`src/rtl/tapw_pkg.sv`:
```
package tapw_pkg;

    typedef enum logic [2:0] {
        PH_IDLE  = 3'd0,
        PH_OPEN  = 3'd1,
        PH_WRITE = 3'd2,
        PH_CLOSE = 3'd3,
        PH_DONE  = 3'd4
    } phase_t;

    typedef struct packed {
        phase_t phase;
    } seq_state_t;

    function automatic logic phase_in_window(phase_t p);
        return (p == PH_OPEN) || (p == PH_WRITE);
    endfunction

endpackage

```
`src/rtl/tapw_step_timer.sv`:
```
module tapw_step_timer #(
    parameter int HOLD_CYC = 1
) (
    input  logic clk,
    input  logic rst_n,
    input  logic restart,
    output logic last
);
    localparam int CNT_W = (HOLD_CYC > 1) ? $clog2(HOLD_CYC) : 1;
    localparam logic [CNT_W-1:0] LAST_V = CNT_W'(HOLD_CYC - 1);

    typedef struct packed {
        logic [CNT_W-1:0] cnt;
    } tmr_state_t;

    tmr_state_t st_d, st_q;

    always_comb begin
        st_d = st_q;
        if (restart) begin
            st_d.cnt = '0;
        end else if (st_q.cnt != LAST_V) begin
            st_d.cnt = st_q.cnt + 1'b1;
        end
    end

    always_ff @(posedge clk or negedge rst_n) begin
        if (!rst_n) begin
            st_q <= '0;
        end else begin
            st_q <= st_d;
        end
    end

    assign last = (st_q.cnt == LAST_V);


    restart_zero_chk: assert property (@(posedge clk) disable iff (!rst_n)
        restart |=> (st_q.cnt == '0));

endmodule

```
`src/rtl/tapw_sequencer.sv`:
```
module tapw_sequencer
    import tapw_pkg::*;
(
    input  logic   clk,
    input  logic   rst_n,
    input  logic   req_valid,
    input  logic   step_last,
    output logic   step_restart,
    output logic   accept,
    output logic   wr_stb,
    output logic   ready,
    output logic   win,
    output logic   done
);
    seq_state_t st_d, st_q;

    always_comb begin
        st_d   = st_q;
        accept = 1'b0;
        wr_stb = 1'b0;
        unique case (st_q.phase)
            PH_IDLE: begin
                if (req_valid) begin
                    accept     = 1'b1;
                    st_d.phase = PH_OPEN;
                end
            end
            PH_OPEN: begin
                if (step_last) begin
                    wr_stb     = 1'b1;
                    st_d.phase = PH_WRITE;
                end
            end
            PH_WRITE: begin
                if (step_last) st_d.phase = PH_CLOSE;
            end
            PH_CLOSE: begin
                if (step_last) st_d.phase = PH_DONE;
            end
            PH_DONE: begin
                st_d.phase = PH_IDLE;
            end
            default: st_d.phase = PH_IDLE;
        endcase
        step_restart = (st_d.phase != st_q.phase);
    end

    always_ff @(posedge clk or negedge rst_n) begin
        if (!rst_n) begin
            st_q.phase <= PH_IDLE;
        end else begin
            st_q <= st_d;
        end
    end

    assign ready = (st_q.phase == PH_IDLE);
    assign win   = phase_in_window(st_q.phase);
    assign done  = (st_q.phase == PH_DONE);


    done_single_chk: assert property (@(posedge clk) disable iff (!rst_n)
        done |=> !done);


    done_after_close_chk: assert property (@(posedge clk) disable iff (!rst_n)
        done |-> (!win && $past(!win)));


    busy_not_ready_chk: assert property (@(posedge clk) disable iff (!rst_n)
        win |-> !ready);


    win_after_accept_chk: assert property (@(posedge clk) disable iff (!rst_n)
        $rose(win) |-> $past(ready && req_valid));

endmodule

```
`src/rtl/tapw_tap_reg.sv`:
```
module tapw_tap_reg #(
    parameter int          TAP_W     = 5,
    parameter logic [TAP_W-1:0] RESET_TAP = '0
) (
    input  logic             clk,
    input  logic             rst_n,
    input  logic             accept,
    input  logic [TAP_W-1:0] req_tap,
    input  logic             wr_stb,
    input  logic             ena_set,
    input  logic             ena_clr,
    output logic [TAP_W-1:0] tap_q_o,
    output logic             en_q_o
);
    typedef struct packed {
        logic [TAP_W-1:0] pend;
        logic [TAP_W-1:0] tap;
        logic             en;
    } tap_state_t;

    tap_state_t st_d, st_q;

    always_comb begin
        st_d = st_q;
        if (accept) st_d.pend = req_tap;
        if (wr_stb) st_d.tap  = st_q.pend;
        if (ena_clr)      st_d.en = 1'b0;
        else if (ena_set) st_d.en = 1'b1;
    end

    always_ff @(posedge clk or negedge rst_n) begin
        if (!rst_n) begin
            st_q.pend <= RESET_TAP;
            st_q.tap  <= RESET_TAP;
            st_q.en   <= 1'b0;
        end else begin
            st_q <= st_d;
        end
    end

    assign tap_q_o = st_q.tap;
    assign en_q_o  = st_q.en;


    en_clear_chk: assert property (@(posedge clk) disable iff (!rst_n)
        ena_clr |=> !en_q_o);


    en_set_chk: assert property (@(posedge clk) disable iff (!rst_n)
        (ena_set && !ena_clr) |=> en_q_o);

endmodule

```
`src/rtl/tap_window_writer.sv`:
```
module tap_window_writer #(
    parameter int          TAP_W     = 5,
    parameter int          HOLD_CYC  = 1,
    parameter logic [TAP_W-1:0] RESET_TAP = '0
) (
    input  logic             clk,
    input  logic             rst_n,
    input  logic             req_valid,
    input  logic [TAP_W-1:0] req_tap,
    input  logic             ena_set,
    input  logic             ena_clr,
    output logic             req_ready,
    output logic             chg_win,
    output logic [TAP_W-1:0] tap_sel,
    output logic             tap_en,
    output logic             done
);
    logic step_last;
    logic step_restart;
    logic accept;
    logic wr_stb;

    tapw_step_timer #(
        .HOLD_CYC (HOLD_CYC)
    ) u_timer (
        .clk     (clk),
        .rst_n   (rst_n),
        .restart (step_restart),
        .last    (step_last)
    );

    tapw_sequencer u_seq (
        .clk          (clk),
        .rst_n        (rst_n),
        .req_valid    (req_valid),
        .step_last    (step_last),
        .step_restart (step_restart),
        .accept       (accept),
        .wr_stb       (wr_stb),
        .ready        (req_ready),
        .win          (chg_win),
        .done         (done)
    );

    tapw_tap_reg #(
        .TAP_W     (TAP_W),
        .RESET_TAP (RESET_TAP)
    ) u_tap (
        .clk     (clk),
        .rst_n   (rst_n),
        .accept  (accept),
        .req_tap (req_tap),
        .wr_stb  (wr_stb),
        .ena_set (ena_set),
        .ena_clr (ena_clr),
        .tap_q_o (tap_sel),
        .en_q_o  (tap_en)
    );


    tap_only_in_win_chk: assert property (@(posedge clk) disable iff (!rst_n)
        !$stable(tap_sel) |-> (chg_win && $past(chg_win)));


    no_write_when_ready_chk: assert property (@(posedge clk) disable iff (!rst_n)
        req_ready |=> $stable(tap_sel));

endmodule

```
`config.mk`:
```
export PLATFORM = sky130hd
export DESIGN_NAME = tap_window_writer
export DESIGN_NICKNAME = d
export VERILOG_FILES = /design/src/rtl/tapw_pkg.sv /design/src/rtl/tapw_step_timer.sv /design/src/rtl/tapw_sequencer.sv /design/src/rtl/tapw_tap_reg.sv /design/src/rtl/tap_window_writer.sv
export SDC_FILE = /design/constraint.sdc
export NUM_CORES = 1
export LEC_CHECK = 0
export BUFFER_PORTS_ARGS = -buffer_cell sky130_fd_sc_hd__buf_2
export CAP_MARGIN = 10
export CORE_MARGIN = 2
export CORE_UTILIZATION = 43
export DETAILED_ROUTE_END_ITERATION = 6
export PLACE_DENSITY = 0.82
export REMOVE_ABC_BUFFERS = 1
export SETUP_SLACK_MARGIN = 0.4
export SYNTH_ARGS = -nofsm -noshare
export SYNTH_HDL_FRONTEND = slang
export SYNTH_HIERARCHICAL = 1
export SYNTH_SLANG_ARGS = --single-unit
export TNS_END_PERCENT = 20
```
`constraint.sdc`:
```
create_clock -name clk -period 1.4 [get_ports clk]
set_input_delay 0.21 -clock clk [delete_from_list [all_inputs] [get_ports clk]]
set_output_delay 0.21 -clock clk [all_outputs]
set_load 0.005 [all_outputs]
```
==> results.cfg <==
[clock_network]
tritoncts = built
root_buffer = clkbuf_4
cts-buffers-inserted = 3
clk_pin_slew_ps = 80
cts_sinks = 14
htree_levels = 1
clkLatencyLatePin_ps = 270
clockBufferDepth = 2

[floorplan]
die_h_microns = 42.8
coreArea_sq_mm = 0.00135
die-area_sq_mm = 0.00183
fp.dieW_microns = 42.8
rows = 13
initial_core_util = 0.478
boundaryPins = 19

[synthesis]
synth_area_sq_um = 646
synthCells = 50
synth.avg_cell_area_sq_um = 12.9
ys_warn_count = 6

[critical_path]
regToRegSetupSlack_ps = 70
crit_start = u_seq/st_q[1]
critical_path_class = reg2out
reg2reg_to = u_tap/st_q[10]
start_kind = flip-flop
required_ps = 1190
end_kind = primary output
worstReg2RegStart = u_seq/st_q[2]
path_max_fanout = 4
ff2ff_path_depth = 3
critPathArrivalTime_ps = 1150

[placed_design]
gp_congestion = 0.866
pre_cts_slack_ps = -35.6
io_buffers = 18
dp_hpwl_microns = 804

[worst_hold_path]
min_path_type = in2reg
timing.hold.worst_path_depth = 2
hold_path.startpoint = ena_set
holdPathEnd = u_tap/en_q_o

[power_and_ir_drop]
power.leakage_uw = 0.000399
ir_drop_v = 0.000982
total_power_uw = 1770
powerDensity_mw_per_mm2 = 2170

[detailed_routing]
wl_per_cell_microns = 13.2
first_iter_violations = 3
first_pass_iters = 4
drcViolationCount = 0
wl_mm = 1.14
vias = 437
ant_nets = 0
viasPerCell = 5.08

[final_layout]
nets = 82
diodes = 0
syn2layout_area_growth_pct = 26.6
fill_cells = 106
layout-drive-gt1-share = 0.662

[global_routing]
grt_start_max_net_pins = 15
track_usage = 0.138
grt_pass1_wl_mm = 1.82
overflow = 0
antenna_found_initial = 0
grt_pass1_vias = 433

[timing]
slew_violations = 0
clock.fmax_mhz = 734
fin_ws_ps = 37.2
fin_crit_sh = 0.973
finalClockSkew_ps = 0.329
finalCriticalPeriod_ps = 1360
rsz0062_at_grt = yes
setup_viol = 0
hold_viol_final = 0

[run]
maxCapViolCount = 0

[outcome]
run_status = finished clean
per-layer routing:
layer,vias to the layer above,wire length (microns),global-route usage
met5,-,0,0
met4,0,15,0.0625
met3,4,50,0.0553
met2,11,582,0.227
met1,218,488,0.154
li1,204,-,-
where the power goes:
part | internal, uW | switching (uW)
Sequential | 592 | 122
Clock | 158 | 123
Combinational | 499 | 276
worst max-delay path by stage:
stage	end	slack, ps	cells past startpoint
floorplan	u_tap/tap_q_o[0]	-30	3
global placement	u_tap/st_q[7]	60	3
detailed placement	u_tap/st_q[10]	-40	3
global route	chg_win	-40	4
finish	chg_win	40	4
CTS	chg_win	50	4
critical path: stages, from the launching register on:
cell and delay [ps]:
dfrtp_1 440, buf_6 150, xnor2_1 140, nor2_1 50, buf_2 120
state kept, by name, indices dropped and copies added (netlist names):
| register | cells |
|---|---|
| u_tap/en_q_o | 1 |
| u_tap/tap_q_o | 5 |
| u_tap/st_q | 5 |
| u_seq/st_q | 3 |
through the flow:
| stage | std cells | TNS (ps) | util | instance area (sq um) | hold slack, ps |
|---|---|---|---|---|---|
| floorplan | 41 | -260 | - | 577 | -85.6 |
| global route | 86 | -47.3 | 0.605 | 817 | 152 |
| CTS | 86 | 0 | 0.599 | 808 | 153 |
| finish | 86 | 0 | 0.605 | 817 | 163 |
| global placement | 77 | 0 | 0.525 | 708 | 113 |
| detailed placement | 77 | -123 | 0.525 | 708 | 114 |
final cells by class:
| type | count | area (sq um) | area share |
|---|---|---|---|
| Sequential cell | 14 | 352 | 0.430 |
| Multi-Input combinational cell | 27 | 250 | 0.306 |
| Clock buffer | 4 | 36.3 | 0.0444 |
| Timing Repair Buffer | 26 | 160 | 0.196 |
| Tap cell | 15 | 18.8 | 0.0230 |
timing repair:
action | 4_1_cts | 5_1_grt
pin swaps | 2 | 6
endpoints found under the hold margin | 14 | 0
endpoints found under the setup margin | 15 | 21
hold buffers | 1 | 0
gates cloned | 0 | 0
gates resized for setup | 8 | 2
buffers inserted | 4 | 0
cells in the final DEF, fill, tap and decap left out, types with 2 or more instances in the layout:
| cell | count |
|---|---|
| buf_6 | 2 |
| nor2_1 | 2 |
| buf_4 | 5 |
| dfrtp_1 | 13 |
| mux2_4 | 3 |
| clkbuf_4 | 3 |
| buf_2 | 18 |
| mux2_2 | 8 |
| nor3_2 | 2 |
Note: power is estimated with default switching activity, not from simulation.
